## src/rtl/scl_gen_pkg.sv

```systemverilog
package scl_gen_pkg;
  typedef enum logic {
    RUN_IDLE = 1'b0,
    RUN_BUSY = 1'b1
  } run_state_t;
endpackage

```

## src/rtl/scl_run_ctl.sv

```systemverilog
module scl_run_ctl
  import scl_gen_pkg::*;
(
  input  logic clk,
  input  logic rst_n,
  input  logic strobe,
  input  logic buf_wr,
  input  logic op_done,
  output logic load,
  output logic tick
);
  run_state_t state_q, state_d;

  always_comb begin
    state_d = state_q;
    if (buf_wr)       state_d = RUN_BUSY;
    else if (op_done) state_d = RUN_IDLE;
  end

  always_ff @(posedge clk or negedge rst_n) begin
    if (!rst_n) state_q <= RUN_IDLE;
    else        state_q <= state_d;
  end

  // load has priority; a stop or a load masks the strobe
  assign load = buf_wr;
  assign tick = (state_q == RUN_BUSY) && strobe && !buf_wr && !op_done;
endmodule

```

## src/rtl/scl_down_ctr.sv

```systemverilog
module scl_down_ctr #(
  parameter int CNT_W = 7
) (
  input  logic             clk,
  input  logic             rst_n,
  input  logic             load,
  input  logic             tick,
  input  logic [CNT_W-1:0] reload,
  output logic             zero_hit
);
  logic [CNT_W-1:0] cnt_q, cnt_d;
  logic             at_zero;
  logic             cnt_en;

  assign at_zero  = (cnt_q == '0);
  assign zero_hit = tick && at_zero;
  assign cnt_en   = load || tick;

  always_comb begin
    cnt_d = cnt_q;
    if (load)          cnt_d = reload;
    else if (zero_hit) cnt_d = reload;
    else if (tick)     cnt_d = cnt_q - 1'b1;
  end

  always_ff @(posedge clk or negedge rst_n) begin
    if (!rst_n)      cnt_q <= '0;
    else if (cnt_en) cnt_q <= cnt_d;
  end
endmodule

```

## src/rtl/scl_level.sv

```systemverilog
module scl_level (
  input  logic clk,
  input  logic rst_n,
  input  logic zero_hit,
  output logic roll_o,
  output logic scl_o
);
  logic roll_q, roll_d;
  logic scl_q, scl_d;

  always_comb begin
    roll_d = zero_hit;
    scl_d  = scl_q ^ zero_hit;
  end

  always_ff @(posedge clk or negedge rst_n) begin
    if (!rst_n) begin
      roll_q <= 1'b0;
      scl_q  <= 1'b1;
    end else begin
      roll_q <= roll_d;
      scl_q  <= scl_d;
    end
  end

  assign roll_o = roll_q;
  assign scl_o  = scl_q;
endmodule

```

## src/rtl/scl_rate_gen.sv

```systemverilog
module scl_rate_gen #(
  parameter int REG_W = 8
) (
  input  logic             clk,
  input  logic             rst_n,
  input  logic             phase_a,
  input  logic             phase_b,
  input  logic [REG_W-1:0] reload_val,
  input  logic             buf_wr,
  input  logic             op_done,
  output logic             roll_o,
  output logic             scl_o
);
  localparam int CNT_W = REG_W - 1;

  // reset: asynchronous assert, synchronous release
  logic [1:0] rst_sync_q;
  logic       rst_int_n;

  always_ff @(posedge clk or negedge rst_n) begin
    if (!rst_n) rst_sync_q <= 2'b00;
    else        rst_sync_q <= {rst_sync_q[0], 1'b1};
  end
  assign rst_int_n = rst_sync_q[1];

  logic             strobe;
  logic             load;
  logic             tick;
  logic             zero_hit;
  logic [CNT_W-1:0] reload;
  logic             unused_reload_msb;

  assign strobe            = phase_a | phase_b;
  assign reload            = reload_val[CNT_W-1:0];
  assign unused_reload_msb = reload_val[REG_W-1];

  scl_run_ctl u_ctl (
    .clk     (clk),
    .rst_n   (rst_int_n),
    .strobe  (strobe),
    .buf_wr  (buf_wr),
    .op_done (op_done),
    .load    (load),
    .tick    (tick)
  );

  scl_down_ctr #(.CNT_W(CNT_W)) u_ctr (
    .clk      (clk),
    .rst_n    (rst_int_n),
    .load     (load),
    .tick     (tick),
    .reload   (reload),
    .zero_hit (zero_hit)
  );

  scl_level u_lvl (
    .clk      (clk),
    .rst_n    (rst_int_n),
    .zero_hit (zero_hit),
    .roll_o   (roll_o),
    .scl_o    (scl_o)
  );
endmodule

```

## config.mk

```make
export PLATFORM = sky130hd
export DESIGN_NAME = scl_rate_gen
export DESIGN_NICKNAME = d
export VERILOG_FILES = /design/src/rtl/scl_gen_pkg.sv /design/src/rtl/scl_run_ctl.sv /design/src/rtl/scl_down_ctr.sv /design/src/rtl/scl_level.sv /design/src/rtl/scl_rate_gen.sv
export SDC_FILE = /design/constraint.sdc
export NUM_CORES = 1
export LEC_CHECK = 0
export CORE_AREA = 2 2 39 41
export CTS_CLUSTER_DIAMETER = 60
export DETAILED_ROUTE_END_ITERATION = 7
export DIE_AREA = 0 0 41 43
export DONT_BUFFER_PORTS = 1
export GPL_TIMING_DRIVEN = 1
export HOLD_SLACK_MARGIN = 0.12
export SLEW_MARGIN = 20
export SYNTH_ARGS = -nofsm -noshare
export SYNTH_HDL_FRONTEND = slang
export SYNTH_SLANG_ARGS = --single-unit
```

## constraint.sdc

```tcl
create_clock -name clk -period 1.3 [get_ports clk]
set_clock_uncertainty 0.1 [all_clocks]
set_input_delay 0.195 -clock clk [delete_from_list [all_inputs] [get_ports clk]]
set_output_delay 0.195 -clock clk [all_outputs]
set_load 0.01 [all_outputs]
```

==> metrics.log <==
[metrics] status: finished, violations left
[metrics] violated checks: hold timing, setup timing
[metrics] number of fill cells in the layout: 109
[metrics] Non-Filler Cell Area, Final: about 1000 um2
[metrics] Clock Sink Count: 12
[metrics] top cells by area, synth: dfrtp_1, dfstp_2, xor2_1
[metrics] starting density of the core: between 40% and 50%
[metrics] DIE AREA: 1760 um2
[metrics] power spent charging and discharging nets: 0.000274 W
[metrics] flop and latch count out of synthesis: 12
[metrics] number of remaining DRC errors: 0
[metrics] Routed WL per cell: 14.9 um
[metrics] antenna violations before repair: 0
[metrics] share of the synthesized area in the top cell type: a little over two fifths
[metrics] TritonCTS clock tree: done
[metrics] net count after synthesis: 77
[metrics] aggregate global-route resource usage: 19.6%
[metrics] EDFF count, synth: 0
[metrics] total of endpoints with negative setup slack in the final report: 9
[metrics] first-pass GRT wire length: 2.30 mm
[metrics] final setup slack of the worst path: -0.260 ns
[metrics] first-iteration detailed-routing DRC count: 5
[metrics] commonest cells after routing, fill and taps aside: buf_4, dfrtp_1, dlygate4sd3_1
[metrics] CP Cell Sequence: nor4_4 > a41oi_2 > buf_6 > nor2b_1 > a31o_1
[metrics] Register-to-Register Path Depth: 5
[metrics] global placement routability congestion: 0.826
[metrics] total gr overflow: 0
[metrics] worst stage delay on the critical path: ~0.42 ns
[metrics] number of antenna cells inserted: 0
[metrics] CP startpoint kind: register
[metrics] Worst Min Path Start: buf_wr
[metrics] asr flop ratio synth: 100%
[metrics] largest net degree at the start of global routing: 11
[metrics] Final min period: 1.56 ns
[metrics] vias after detailed routing: 573
[metrics] crit path from: u_ctr.cnt_q[4]$_DFFE_PN0P_
[metrics] endpoints failing hold: 4
[metrics] first-pass iteration count of the detailed router: 4
[metrics] TritonCTS Buffers: 3
[metrics] Place WS: -0.296 ns
[metrics] count of antenna-violating nets left after detailed routing: 0
[metrics] IO buf count: 0
[metrics] vias in the first global route: 559
[metrics] Die X-Extent: 41 um
[metrics] class of the tightest hold or removal check: primary input to register
[metrics] fraction of final layout cells with drive strength greater than 1: 44.3%
[metrics] Syn-to-layout area delta: 50.7%
[metrics] maximum clock rate: 641 MHz
[metrics] Final Cycle Share: 120%
[metrics] worst flop-to-flop path startpoint: u_ctr.cnt_q[4]$_DFFE_PN0P_
[metrics] Total Power Consumption: 0.000997 W
[metrics] reported max-cap violation count: 0
[metrics] area after detailed placement: 759 um2
[metrics] internal power consumption: between 0.0007 and 0.0008 W
[metrics] sequential cell area fraction in the yosys report: 46.6%
[metrics] Required @ worst endpoint: 1.43 ns
[metrics] leading cell type in the layout, fill and taps excluded: buf_4
[metrics] Top FF cell, synth: dfrtp_1
[metrics] Clock Pin Slew Worst Setup and Hold Paths: 0.07 ns
[metrics] CP max-delay cell: dfrtp_1
[metrics] Final Max Slew Viols: 0
[metrics] Data arrival, critical path: 1.69 ns
[metrics] Setup Crit Path Kind: register to register
[metrics] Comb pwr share: 24.5%
[metrics] final wirelength: 1.55 mm
[metrics] sequential power share: 45.2%
[metrics] Yosys cell types: 32
[metrics] number of standard-cell rows in the floorplan: 14
[metrics] net switching fraction of the power: 27.5%
[metrics] post-synthesis cell type with the largest combined area: dfrtp_1
[metrics] setup repair after global routing missed its margin: true
[metrics] capturing element type of the critical path: register
[metrics] leakage component of the power: 0.403 nW
[metrics] Final nets: 104
[metrics] Core Region: roughly 1400 um2
[metrics] worst slack on hold paths: -0.118 ns
[metrics] Post-CTS Hold Fix Bufs: 9
[metrics] Synthesis Warnings: 0
[metrics] Post-Synthesis Mean Instance Area: 10.4 um2
[metrics] gate count of the mapped netlist: 62
[metrics] average vias per placed instance: 5.51
[metrics] worst hold stages: 1
[metrics] clock insertion delay at the later pin of the skew report: ~0.28 ns
[metrics] largest buffer count on any clock path: 2
[metrics] number of levels in the clock H-tree: 1
[metrics] power density of the placed cells: 1020 nW/um2
[metrics] Top Ports: 16
[metrics] part of the total power dissipated in the clock network: 30.3%
[metrics] clk root buf: clkbuf_4
[metrics] maximum fanout along the worst path: 4
[metrics] Final HPWL DP: between 1 and 1.5 mm
[metrics] chip height: 43 um
[metrics] Peak VDD IR: between 0.6 and 0.7 mV
[metrics] post-synthesis cell area: 647 um2
per-stage QoR:
stage	TNS (ns)	util (%)	cells
final	-1.96	70.4	104
after global routing	-2.52	70.4	104
after CTS	-1.77	65.9	101
after detailed placement	-1.86	54.9	88
after global placement	-1.71	54.9	88
after floorplan	-0.789	-	62
power by group through the flow:
| stage | clock (W) | sequential (W) | combinational (W) |
|---|---|---|---|
| final | 0.000302 | 0.000451 | 0.000244 |
| after global routing | 0.000325 | 0.000457 | 0.000263 |
| after CTS | 0.000306 | 0.000450 | 0.000201 |
| after detailed placement | 0 | 0.000453 | 0.000171 |
| after global placement | 0 | 0.000453 | 0.000168 |
| after floorplan | 0 | 0.000452 | 0.000105 |
kinds of logic after synthesis:
| family | after synthesis | synth area share, % |
|---|---|---|
| AND/OR/NAND/NOR | 25 | 25.0 |
| AO/OA/AOI/OAI | 13 | 16.1 |
| flip-flops | 12 | 46.6 |
| buffers and inverters | 6 | 4.06 |
| XOR/XNOR | 3 | 4.06 |
| adder cells (fa/ha/maj) | 1 | 1.93 |
| other | 1 | 0.580 |
| multiplexers | 1 | 1.74 |
layer usage:
layer | GRT usage (%) | vias up | part of all wire [%] | wire length (um)
met5 | 0 | - | 0 | 0
met4 | 12.0 | 0 | 2.0 | 31
met3 | 3.14 | 5 | 4.1 | 64
met2 | 30.0 | 13 | 51 | 790
met1 | 24.6 | 276 | 43 | 666
li1 | - | 279 | - | -
cells in the mapped netlist (2+ instances only):
| master | number |
|---|---|
| nand4_1 | 3 |
| inv_1 | 3 |
| xor2_1 | 3 |
| a21oi_1 | 4 |
| o22ai_1 | 2 |
| dfrtp_1 | 11 |
| buf_2 | 3 |
| nand3_1 | 2 |
| nor2b_1 | 4 |
| nor2_1 | 5 |
registers in the layout, summed over array words and instances (netlist names):
name / count
u_ctr.cnt_q: 7
rst_sync_q: 2
u_ctl.state_q: 1
u_lvl.roll_o: 1
u_lvl.scl_o: 1
critical path: cells and delay by family (launching register included):
kind | cells | cell delay (ns)
and+or+nand+nor | 2 | 0.49
DFF | 1 | 0.42
AOI/OAI and AO/OA | 2 | 0.31
buffers and inverters | 1 | 0.19
what timing repair did:
item / in CTS / in global routing
endpoints found under the setup margin: 9 / 9
hold endpoints to repair: 21 / 14
pin swaps: 5 / 2
cloned: 0 / 0
setup buffers: 1 / 4
resized for setup: 7 / 9
cell type report:
cell class | instances | area [um2] | area share [%]
Tap cell | 16 | 20.0 | 2.05
Sequential cell | 12 | 302 | 30.9
Multi-Input combinational cell | 44 | 392 | 40.2
Clock buffer | 4 | 36.3 | 3.72
Timing Repair Buffer | 25 | 214 | 22.0
Inverter | 3 | 11.3 | 1.16
worst paths after layout:
check	endpoint	slack (ns)
worst min-delay path	u_lvl.roll_o$_DFF_PN0_	-0.12
worst max register to register	u_ctr.cnt_q[6]$_DFFE_PN0P_	-0.26
worst max-delay path	u_ctr.cnt_q[6]$_DFFE_PN0P_	-0.26
min in group asynchronous	u_ctr.cnt_q[6]$_DFFE_PN0P_	0.06
worst min register to register	u_ctr.cnt_q[6]$_DFFE_PN0P_	0.06
max in group asynchronous	rst_sync_q[0]$_DFF_PN0_	0.40
Power figures use the tool's default switching activity.
